--- src/rtl/flash_cmd_pkg.sv ---
package flash_cmd_pkg;

    typedef enum logic [2:0] {
        ST_ARRAY,
        ST_IDENT,
        ST_STATUS,
        ST_ERASE_ARM,
        ST_WRITE_ARM
    } fc_state_t;

    typedef enum logic [3:0] {
        K_ARRAY,
        K_IDENT,
        K_STATUS,
        K_CLEAR,
        K_ERASE,
        K_WRITE,
        K_SUSPEND,
        K_CONFIRM,
        K_RSVD
    } fc_kind_t;

    localparam logic [7:0] OP_ARRAY   = 8'hFF;
    localparam logic [7:0] OP_IDENT   = 8'h90;
    localparam logic [7:0] OP_STATUS  = 8'h70;
    localparam logic [7:0] OP_CLEAR   = 8'h50;
    localparam logic [7:0] OP_ERASE   = 8'h20;
    localparam logic [7:0] OP_WRITE_A = 8'h40;
    localparam logic [7:0] OP_WRITE_B = 8'h10;
    localparam logic [7:0] OP_SUSPEND = 8'hB0;
    localparam logic [7:0] OP_CONFIRM = 8'hD0;

    localparam int SB_READY = 7;
    localparam int SB_SUSP  = 6;
    localparam int SB_ERASE = 5;
    localparam int SB_WRITE = 4;
    localparam int SB_VPP   = 3;
    localparam int SB_LOCK  = 1;

endpackage

--- src/rtl/fci_decode.sv ---
module fci_decode
    import flash_cmd_pkg::*;
(
    input  logic [7:0] code,
    output fc_kind_t   kind
);

    always_comb begin
        case (code)
            OP_ARRAY:               kind = K_ARRAY;
            OP_IDENT:               kind = K_IDENT;
            OP_STATUS:              kind = K_STATUS;
            OP_CLEAR:               kind = K_CLEAR;
            OP_ERASE:               kind = K_ERASE;
            OP_WRITE_A, OP_WRITE_B: kind = K_WRITE;
            OP_SUSPEND:             kind = K_SUSPEND;
            OP_CONFIRM:             kind = K_CONFIRM;
            default:                kind = K_RSVD;
        endcase
    end

endmodule

--- src/rtl/fci_gate.sv ---
module fci_gate #(
    parameter int AW       = 12,
    parameter int BLK_BITS = 3
) (
    input  logic [AW-1:0] addr,
    input  logic          vpp_ok,
    input  logic          wp_n,
    input  logic          rp_hv,
    output logic          blk_vpp,
    output logic          blk_lock
);

    localparam int TOP = AW - 1;

    logic in_boot;

    assign in_boot  = (addr[TOP -: BLK_BITS] == '0);
    assign blk_vpp  = !vpp_ok;
    assign blk_lock = in_boot && !wp_n && !rp_hv;

endmodule

--- src/rtl/fci_readmux.sv ---
module fci_readmux
    import flash_cmd_pkg::*;
#(
    parameter int          AW       = 12,
    parameter int          DW       = 16,
    parameter logic [15:0] MFR_CODE = 16'h00B0,
    parameter logic [15:0] DEV_CODE = 16'h00E9
) (
    input  fc_state_t     state,
    input  logic [AW-1:0] addr,
    input  logic [DW-1:0] arr_rdata,
    input  logic [7:0]    status,
    output logic [DW-1:0] rd_data
);

    localparam logic [DW-1:0] MFR_W = DW'(MFR_CODE);
    localparam logic [DW-1:0] DEV_W = DW'(DEV_CODE);

    logic [DW-1:0] id_word;
    logic [DW-1:0] stat_word;

    always_comb begin
        if (addr == AW'(0))
            id_word = MFR_W;
        else if (addr == AW'(1))
            id_word = DEV_W;
        else
            id_word = '0;
    end

    assign stat_word = {{(DW-8){1'b0}}, status};

    always_comb begin
        unique case (state)
            ST_ARRAY: rd_data = arr_rdata;
            ST_IDENT: rd_data = id_word;
            default:  rd_data = stat_word;
        endcase
    end

endmodule

--- src/rtl/flash_cmd_ctrl.sv ---
module flash_cmd_ctrl
    import flash_cmd_pkg::*;
#(
    parameter int          AW       = 12,
    parameter int          BLK_BITS = 3,
    parameter int          DW       = 16,
    parameter logic [15:0] MFR_CODE = 16'h00B0,
    parameter logic [15:0] DEV_CODE = 16'h00E9
) (
    input  logic          clk,
    input  logic          rst_n,
    input  logic          cmd_we,
    input  logic [AW-1:0] bus_addr,
    input  logic [DW-1:0] cmd_data,
    input  logic [DW-1:0] arr_rdata,
    output logic [DW-1:0] rd_data,
    input  logic          vpp_ok,
    input  logic          wp_n,
    input  logic          rp_hv,
    input  logic          wsm_busy,
    output logic          wsm_req,
    output logic          wsm_erase,
    output logic [AW-1:0] wsm_addr,
    output logic [DW-1:0] wsm_wdata,
    output logic          wsm_suspend
);

    fc_state_t     state_q, state_d;
    fc_kind_t      kind;
    logic          susp_q, susp_d;
    logic [7:0]    err_q, err_d;
    logic          req_d, erase_d;
    logic [AW-1:0] addr_d;
    logic [DW-1:0] wdata_d;
    logic          try_launch, try_erase;
    logic          blk_vpp, blk_lock;
    logic [7:0]    status;

    fci_decode u_decode (
        .code (cmd_data[7:0]),
        .kind (kind)
    );

    fci_gate #(.AW(AW), .BLK_BITS(BLK_BITS)) u_gate (
        .addr     (bus_addr),
        .vpp_ok   (vpp_ok),
        .wp_n     (wp_n),
        .rp_hv    (rp_hv),
        .blk_vpp  (blk_vpp),
        .blk_lock (blk_lock)
    );

    always_comb begin
        status           = err_q;
        status[SB_READY] = !wsm_busy;
        status[SB_SUSP]  = susp_q;
    end

    fci_readmux #(
        .AW(AW), .DW(DW), .MFR_CODE(MFR_CODE), .DEV_CODE(DEV_CODE)
    ) u_readmux (
        .state     (state_q),
        .addr      (bus_addr),
        .arr_rdata (arr_rdata),
        .status    (status),
        .rd_data   (rd_data)
    );

    // Next-state and launch decision
    always_comb begin
        state_d    = state_q;
        susp_d     = susp_q;
        err_d      = err_q;
        req_d      = 1'b0;
        erase_d    = wsm_erase;
        addr_d     = wsm_addr;
        wdata_d    = wsm_wdata;
        try_launch = 1'b0;
        try_erase  = 1'b0;
        if (cmd_we) begin
            unique case (state_q)
                ST_ERASE_ARM: begin
                    state_d = ST_STATUS;
                    if (kind == K_CONFIRM) begin
                        try_launch = 1'b1;
                        try_erase  = 1'b1;
                    end else begin
                        err_d[SB_ERASE] = 1'b1;
                        err_d[SB_WRITE] = 1'b1;
                    end
                end
                ST_WRITE_ARM: begin
                    state_d    = ST_STATUS;
                    try_launch = 1'b1;
                end
                default: begin
                    unique case (kind)
                        K_ARRAY:  state_d = ST_ARRAY;
                        K_IDENT:  state_d = ST_IDENT;
                        K_STATUS: state_d = ST_STATUS;
                        K_CLEAR:  err_d   = '0;
                        K_ERASE:  state_d = ST_ERASE_ARM;
                        K_WRITE:  state_d = ST_WRITE_ARM;
                        K_SUSPEND: begin
                            state_d = ST_STATUS;
                            if (wsm_busy && !susp_q)
                                susp_d = 1'b1;
                        end
                        K_CONFIRM: begin
                            if (susp_q) begin
                                susp_d  = 1'b0;
                                state_d = ST_STATUS;
                            end
                        end
                        K_RSVD: ;
                    endcase
                end
            endcase
        end
        if (try_launch && !wsm_busy && !susp_q) begin
            if (blk_vpp || blk_lock) begin
                err_d[SB_VPP]  = err_d[SB_VPP] | blk_vpp;
                err_d[SB_LOCK] = err_d[SB_LOCK] | (blk_lock && !blk_vpp);
                if (try_erase)
                    err_d[SB_ERASE] = 1'b1;
                else
                    err_d[SB_WRITE] = 1'b1;
            end else begin
                req_d   = 1'b1;
                erase_d = try_erase;
                addr_d  = bus_addr;
                wdata_d = cmd_data;
            end
        end
    end

    // State register
    always_ff @(posedge clk) begin
        if (!rst_n) begin
            state_q <= ST_ARRAY;
            susp_q  <= 1'b0;
            err_q   <= '0;
        end else begin
            state_q <= state_d;
            susp_q  <= susp_d;
            err_q   <= err_d;
        end
    end

    // Output register toward the WSM
    always_ff @(posedge clk) begin
        if (!rst_n) begin
            wsm_req   <= 1'b0;
            wsm_erase <= 1'b0;
            wsm_addr  <= '0;
            wsm_wdata <= '0;
        end else begin
            wsm_req   <= req_d;
            wsm_erase <= erase_d;
            wsm_addr  <= addr_d;
            wsm_wdata <= wdata_d;
        end
    end

    assign wsm_suspend = susp_q;

endmodule

--- config.mk ---
export PLATFORM = sky130hd
export DESIGN_NAME = flash_cmd_ctrl
export DESIGN_NICKNAME = d
export VERILOG_FILES = /design/src/rtl/flash_cmd_pkg.sv /design/src/rtl/fci_decode.sv /design/src/rtl/fci_gate.sv /design/src/rtl/fci_readmux.sv /design/src/rtl/flash_cmd_ctrl.sv
export SDC_FILE = /design/constraint.sdc
export NUM_CORES = 1
export LEC_CHECK = 0
export ABC_AREA = 1
export BUFFER_PORTS_ARGS = -buffer_cell sky130_fd_sc_hd__buf_2
export CORE_ASPECT_RATIO = 1.1
export CORE_MARGIN = 8
export CORE_UTILIZATION = 50
export CTS_BUF_LIST = sky130_fd_sc_hd__clkbuf_8
export CTS_CLUSTER_SIZE = 30
export DETAILED_ROUTE_END_ITERATION = 10
export PLACE_DENSITY = 0.83
export SLEW_MARGIN = 15
export SYNTH_ARGS = -nofsm -noshare
export SYNTH_HDL_FRONTEND = slang
export SYNTH_HIERARCHICAL = 1
export SYNTH_SLANG_ARGS = --single-unit
--- constraint.sdc ---
create_clock -name clk -period 2.9 [get_ports clk]
set_input_delay 0.29 -clock clk [delete_from_list [all_inputs] [get_ports clk]]
set_output_delay 0.29 -clock clk [all_outputs]
set_load 0.03 [all_outputs]
==> results.json, run 1 <==
{
  "skew_ps": 7.670,
  "grt_pass1_wl_um": 9453,
  "tightest_slew_ps": 566.6,
  "fin_util_pct": 64.61,
  "r2r_cells": 7,
  "slew_viol_final": 0,
  "rsz0062_at_grt": "no",
  "crit_cells": 15,
  "fin_nets": 539,
  "grt_max_degree": 55,
  "fin_crit_ps": 1960,
  "cts_buffers": 5,
  "power_frac_comb_pct": 12.8,
  "yosysSeqAreaShare_pct": 33.15,
  "endpoint_kind": "flop",
  "path_delay_family": "simple AND/OR/NAND/NOR gates",
  "switching_share_pct": 24.48,
  "slowest_delay_ps": 330,
  "ioPinCount": 98,
  "hp-class": "in2reg",
  "dr.pass1.iters": 5,
  "synth_edf_count": 0,
  "final_common_cell": "nand2_1",
  "fp-row-count": 26,
  "peakVddDrop_v": 0.0002212,
  "netlist_instances": 392,
  "critical_path_class": "in2reg",
  "gp_congestion": 0.8631,
  "fin_crit_sh_pct": 67.58,
  "cts_tree": "done",
  "grt_pass1_vias": 2309,
  "clk_latency_ps": 290,
  "wl_um": 5891,
  "ys_async_sr_fraction_pct": 0,
  "vias": 2503,
  "core_area_mm2": 0.004522,
  "final_hold_viol_count": 0,
  "drc_errors": 0,
  "overflow": 0,
  "path_cells": "buf_2 -> inv_1 -> nand2_1 -> nor2_4 -> nand2_1 -> o21ai_0 -> nand2_2 -> nor2_4 -> nand2_2 -> nand2_4 -> nand3_2 -> buf_12 -> nand2_1 -> nand2_1 -> nor2_1",
  "ys_ff_latch": 38,
  "diodes": 0,
  "clockBufferDepth": 2,
  "die_y_um": 87.05,
  "placed_area_mm2": 0.002809,
  "ant_nets": 0,
  "fmax_mhz": 510.3,
  "cp.required_ps": 3120,
  "portBuffers": 97,
  "seqPwrFrac_pct": 46.5,
  "start_kind": "input pin",
  "slowest_stage": "o21ai_0",
  "setup_viol": 0,
  "wl_per_cell_um": 10.83,
  "power_density_mw_per_mm2": 384.1,
  "cp_max_fo": 54,
  "crit_buf_inv": 3,
  "drive_gt1_share_pct": 28.07,
  "netSwitchingPower_mw": 0.2747,
  "cts_sinks": 38,
  "maxSlewHeadroom_pct": 62.23,
  "ys.flop_type": "dfxtp_1",
  "synth.distinct_cells": 22,
  "intPower_mw": 0.8475,
  "totalPowerFinal_mw": 1.122,
  "holdPathStages": 3,
  "critPathMostFrequentCell": "nand2_1",
  "area_growth_pct": 27.32,
  "htree_levels": 2,
  "tns_ps": 0,
  "status": "finished, final reports clean",
  "pwr-share-clk_pct": 40.7,
  "post-cts-setup-buffers": 0,
  "nFillCells": 433,
  "clkSlewWorstSetupHoldPaths_ps": 70,
  "vias_per_cell": 4.601,
  "leakagePower_nw": 1.751,
  "synth_area_mm2": 0.002295,
  "start_util_pct": 50.75,
  "cp_data_arrival_time_ps": 2180,
  "stdcell_area_mm2": 0.002922,
  "drtIter0Drc": 161,
  "yosysWarnings": 6,
  "dp_hpwl_um": 4564,
  "die_w_um": 80.59,
  "postCtsHoldBufs": 0,
  "dieArea_mm2": 0.007015,
  "grtUsageTotal_pct": 16.46,
  "ctsRootBufferMaster": "clkbuf_8",
  "post_synth.cell_area_avg_um2": 5.854,
  "most-common-layout-cells": "nand2_1 (128), buf_2 (97), nor2_1 (87)",
  "antenna_found_initial": 0,
  "post_cts_resized": 0,
  "max-cap-violations": 0
}
kinds of logic (layout without fill, tap and decap cells):
kind of cell,after synthesis,in the layout,synth area share (%)
compound gates,14,14,3.108
buf+inv,76,171,13.85
flops,38,38,33.15
other cells,1,2,0.1634
simple gates,263,263,49.73
synth_stat cells, types with 3 or more instances:
master | number | share of area [%]
a21oi_1 | 9 | 2.0
buf_2 | 4 | 0.87
buf_6 | 3 | 1.5
clkbuf_1 | 3 | 0.49
dfxtp_1 | 38 | 33
inv_1 | 61 | 10
inv_2 | 4 | 0.65
nand2_1 | 128 | 21
nand2_2 | 4 | 1.1
nand3_1 | 13 | 2.8
nand3_2 | 3 | 1.3
nand4_1 | 7 | 1.9
nor2_1 | 87 | 14
nor2_2 | 11 | 3.0
nor2_4 | 6 | 2.9
o21ai_0 | 4 | 0.87
per-layer routing:
layer	part of all wire, %	up-vias	GRT usage (%)
li1	-	1341	-
met4	1.6	0	7.285
met2	49	69	28.91
met1	42	1085	17.62
met3	7.0	8	4.649
met5	0	-	0
registers in the layout, indices dropped and copies added, names as in the netlist:
name / cells
err_q: 4
state_q: 3
wsm_addr: 12
wsm_req: 1
wsm_erase: 1
wsm_suspend: 1
wsm_wdata: 16
power by group through the flow:
stage	clock network, mW	logic, mW	registers, mW
3_3_place_gp	0	0.141	0.534
3_5_place_dp	0	0.143	0.534
4_1_cts	0.471	0.144	0.522
5_1_grt	0.487	0.158	0.522
2_1_floorplan	0	0.0800	0.534
6_report	0.456	0.144	0.522
path summary, 6_finish.rpt:
check / from / endpoint / slack [ps]
setup reg to reg: wsm_suspend / wsm_wdata[11] / 1330
setup / recovery: cmd_data[0] / wsm_wdata[11] / 940
hold reg to reg: err_q[1] / err_q[1] / 470
hold / removal: cmd_data[8] / wsm_wdata[8] / 230
worst min-delay path: cells and delay by family:
kind / cells / cell delay (ps)
and+or+nand+nor: 2 / 100
buffers and inverters: 1 / 80
stage by stage:
step	setup slack (ps)	hold slack (ps)	cells
final	940.3	229.2	544
after detailed placement	655.7	457.0	537
after CTS	947.8	224.4	544
after global placement	733.8	456.6	537
after global routing	667.2	237.0	544
after floorplan	1026	418.2	393
layout make-up:
class,count,area (µm²),share of cell area (%)
inverter,66,252.7,8.651
tap,56,70.07,2.398
clock buffer,6,82.58,2.827
sequential,38,760.7,26.04
clock inverter,1,30.03,1.028
timing repair buffer,98,505.5,17.30
multi-input combinational,279,1220,41.76
Power figures use the tool's default switching activity.
==> inputs of run 2 (changes only) <==
--- a/config.mk
+++ b/config.mk
@@ -5,15 +5,15 @@
 export SDC_FILE = /design/constraint.sdc
 export NUM_CORES = 1
 export LEC_CHECK = 0
-export ABC_AREA = 1
+export ABC_AREA = 0
 export BUFFER_PORTS_ARGS = -buffer_cell sky130_fd_sc_hd__buf_2
 export CORE_ASPECT_RATIO = 1.1
 export CORE_MARGIN = 8
-export CORE_UTILIZATION = 50
+export CORE_UTILIZATION = 48
 export CTS_BUF_LIST = sky130_fd_sc_hd__clkbuf_8
 export CTS_CLUSTER_SIZE = 30
 export DETAILED_ROUTE_END_ITERATION = 10
-export PLACE_DENSITY = 0.83
+export PLACE_DENSITY = 0.82
 export SLEW_MARGIN = 15
 export SYNTH_ARGS = -nofsm -noshare
 export SYNTH_HDL_FRONTEND = slang
==> constraint.sdc (replaced) <==
create_clock -name clk -period 2 [get_ports clk]
set_input_delay 0.2 -clock clk [delete_from_list [all_inputs] [get_ports clk]]
set_output_delay 0.2 -clock clk [all_outputs]
set_load 0.03 [all_outputs]
==> run 2 against run 1 <==
The flow now finishes with violations (negative setup slack). Routed wire length is 11% higher. Die area is 2.0% lower. Synthesized area fell by 6.4%. Largest power group unchanged. Cell area increased by 3.3%. Final cell count down 22%. Synthesized cell count decreased by 37%. Via count fell by 12%. Sequential share of layout area is 0.84 points lower.
==> results.json, run 2 <==
{
  "final_common_cell": "buf_2",
  "holdCritStartpoint": "cmd_data[9]",
  "fin_crit_ps": 2229,
  "status": "complete, but fails checks",
  "stdcell_area_mm2": 0.003019,
  "ioPinCount": 98,
  "regToRegSetupSlack_ps": 230,
  "drc_errors": 0,
  "fin_ws_ps": -228.8,
  "min_to": "wsm_wdata[9]",
  "antenna_found_initial": 0,
  "diodes": 0,
  "synth_top_cell_by_area": "dfxtp_1",
  "ctsRootBufferMaster": "clkbuf_8",
  "core_area_mm2": 0.004317,
  "netlist_instances": 248,
  "drive_gt1_share_pct": 41.73,
  "cp_data_arrival_time_ps": 2450,
  "final_hold_viol_count": 0,
  "yosys-top-cells-count": "nand2_1 (70), dfxtp_1 (38), mux2i_1 (29)",
  "reg_top3": "wsm_wdata (16), wsm_addr (12), err_q (4)",
  "maxSlewHeadroom_pct": 63.91,
  "overflow": 0,
  "clockBufferDepth": 2,
  "max-cap-violations": 0,
  "yosysSeqAreaShare_pct": 35.43,
  "clkSlewWorstSetupHoldPaths_ps": 90,
  "wl_um": 6515,
  "dr.pass1.iters": 4,
  "vias": 2198,
  "clk_latency_ps": 290,
  "holdPathStages": 3,
  "hp-class": "in2reg",
  "rsz0062_at_grt": "yes",
  "tightest_slew_ps": 541.3,
  "fin_crit_sh_pct": 111.4,
  "grt_max_degree": 31,
  "fp-row-count": 25,
  "leakagePower_nw": 1.446,
  "die_w_um": 79.77,
  "start_kind": "input pin",
  "grt_pass1_vias": 2261,
  "slowest_stage": "or4_4",
  "peakVddDrop_v": 0.0004939,
  "setup_viol": 30,
  "final_cell_count_no_fill": 423,
  "yosysMostFrequentCell": "nand2_1",
  "grtUsageTotal_pct": 18.35,
  "slew_viol_final": 0,
  "cp_max_fo": 5,
  "ys.flop_type": "dfxtp_1",
  "most-common-layout-cells": "buf_2 (96), nand2_1 (70), dfxtp_1 (38)",
  "gp_congestion": 0.8799,
  "wl_per_cell_um": 15.40,
  "ant_nets": 0,
  "cts_buffers": 5,
  "portBuffers": 97,
  "r2r_cells": 6,
  "start_util_pct": 49.74,
  "synth_area_mm2": 0.002147,
  "preCtsSetupSlack_ps": -491.3,
  "area_growth_pct": 40.62,
  "cts_sinks": 38,
  "holdWs_ps": 152.8,
  "synth_edf_count": 0,
  "die_y_um": 86.15,
  "slowest_delay_ps": 530,
  "ys_async_sr_fraction_pct": 0,
  "critical_path_class": "in2reg",
  "cp.required_ps": 2220,
  "regToRegStartpoint": "state_q[2]",
  "path_cells": "buf_6 -> or4_4 -> or4_4 -> o21ai_2 -> a21oi_2 -> nand4b_4 -> o21ai_2 -> and3_4 -> buf_4 -> buf_12 -> mux2i_2",
  "ys_ff_latch": 38,
  "worst_r2r_endpoint": "wsm_erase",
  "dieArea_mm2": 0.006872,
  "fmax_mhz": 448.7,
  "crit_path_start": "cmd_data[1]",
  "htree_levels": 2,
  "placed_area_mm2": 0.002770,
  "skew_ps": 15.04,
  "power_density_mw_per_mm2": 518.8,
  "synth.distinct_cells": 53,
  "top_register": "wsm_wdata",
  "synth.area.top_cells": "dfxtp_1 (35%), mux2i_1 (14%), nand2_1 (12%), buf_12 (2.8%), and2_1 (2.6%)",
  "failed_checks": "negative setup slack",
  "endpoint_kind": "flop",
  "yosysWarnings": 6,
  "largest_register_ffs": 16,
  "post_synth.cell_area_avg_um2": 8.657,
  "drtIter0Drc": 149,
  "cts_tree": "done",
  "dp_hpwl_um": 4652,
  "yosysTopAreaCellShare_pct": 35.43,
  "grt_pass1_wl_um": 10380,
  "dp.cells": 406,
  "fin_nets": 419,
  "vias_per_cell": 5.196
}
[run 2: changes by cell type after synthesis, moves of 6 or more]
cell,previous run,this run
nor2_2,11,1
nand3_1,13,4
nor2_1,87,6
inv_1,61,7
mux2i_1,0,29
nor2_4,6,0
and2_1,0,9
nand2_1,128,70
[run 2: cell families (layout without fill, tap and decap cells)]
family / after synthesis / after routing / share of synthesized area, %
flip-flops: 38 / 38 / 35.43
AND/OR/NAND/NOR: 124 / 124 / 32.23
multiplexers: 29 / 29 / 13.52
XOR/XNOR: 4 / 4 / 1.632
other: 1 / 2 / 0.1747
buffers and inverters: 22 / 142 / 7.110
AO/OA/AOI/OAI: 30 / 30 / 9.908
[run 2: routing by layer]
metal,up-vias,global-route usage (%),share of wire (%)
li1,1092,-,-
met1,1007,19.82,40
met2,91,32.57,49
met3,8,6.381,9.3
met4,0,5.298,1.0
met5,-,0,0
[run 2: worst max-delay path by stage]
| stage | to | cells after the start | slack [ps] |
|---|---|---|---|
| 2_1_floorplan | wsm_erase | 10 | -330 |
| 3_3_place_gp | wsm_wdata[5] | 10 | -400 |
| 3_5_place_dp | wsm_erase | 10 | -490 |
| 4_1_cts | wsm_wdata[13] | 11 | -170 |
| 5_1_grt | wsm_addr[0] | 11 | -280 |
| 6_report | wsm_erase | 11 | -230 |
[run 2: final cells by class]
| class | count | area [µm²] |
|---|---|---|
| Clock inverter | 2 | 12.51 |
| Multi-Input combinational cell | 189 | 1272 |
| Fill cell | 341 | 1297 |
| Inverter | 7 | 26.28 |
| Clock buffer | 6 | 82.58 |
| Sequential cell | 38 | 760.7 |
| Timing Repair Buffer | 127 | 797.0 |
| Tap cell | 54 | 67.56 |
[run 2: power by group]
part           total (mW)  switching, mW  internal (mW)
sequential          0.757       0.000832          0.756
combinational       0.244          0.145         0.0998
clock               0.565          0.287          0.278
[run 2: worst max-delay path: cells and delay by family]
| family | cells | cell delay, ps |
|---|---|---|
| AND/OR/NAND/NOR | 4 | 1380 |
| buffers and inverters | 3 | 340 |
| multiplexers | 1 | 220 |
| AO/OA/AOI/OAI | 3 | 330 |
[run 2: through the flow]
stage               TNS (ps)  util (%)  total power [mW]
finish                 -5115     69.94             1.566
global route           -6806     69.94             1.632
CTS                    -4696     69.65             1.568
detailed placement    -15210     64.17             1.013
global placement      -12980     64.17             1.009
floorplan              -9897         -            0.9005
[run 2: repair_timing]
item / in CTS / in global routing
gates resized for setup: 5 / 6
setup endpoints to repair: 33 / 36
hold buffers: 0 / 0
gates cloned: 2 / 2
pin swaps: 1 / 3
setup buffers: 8 / 2
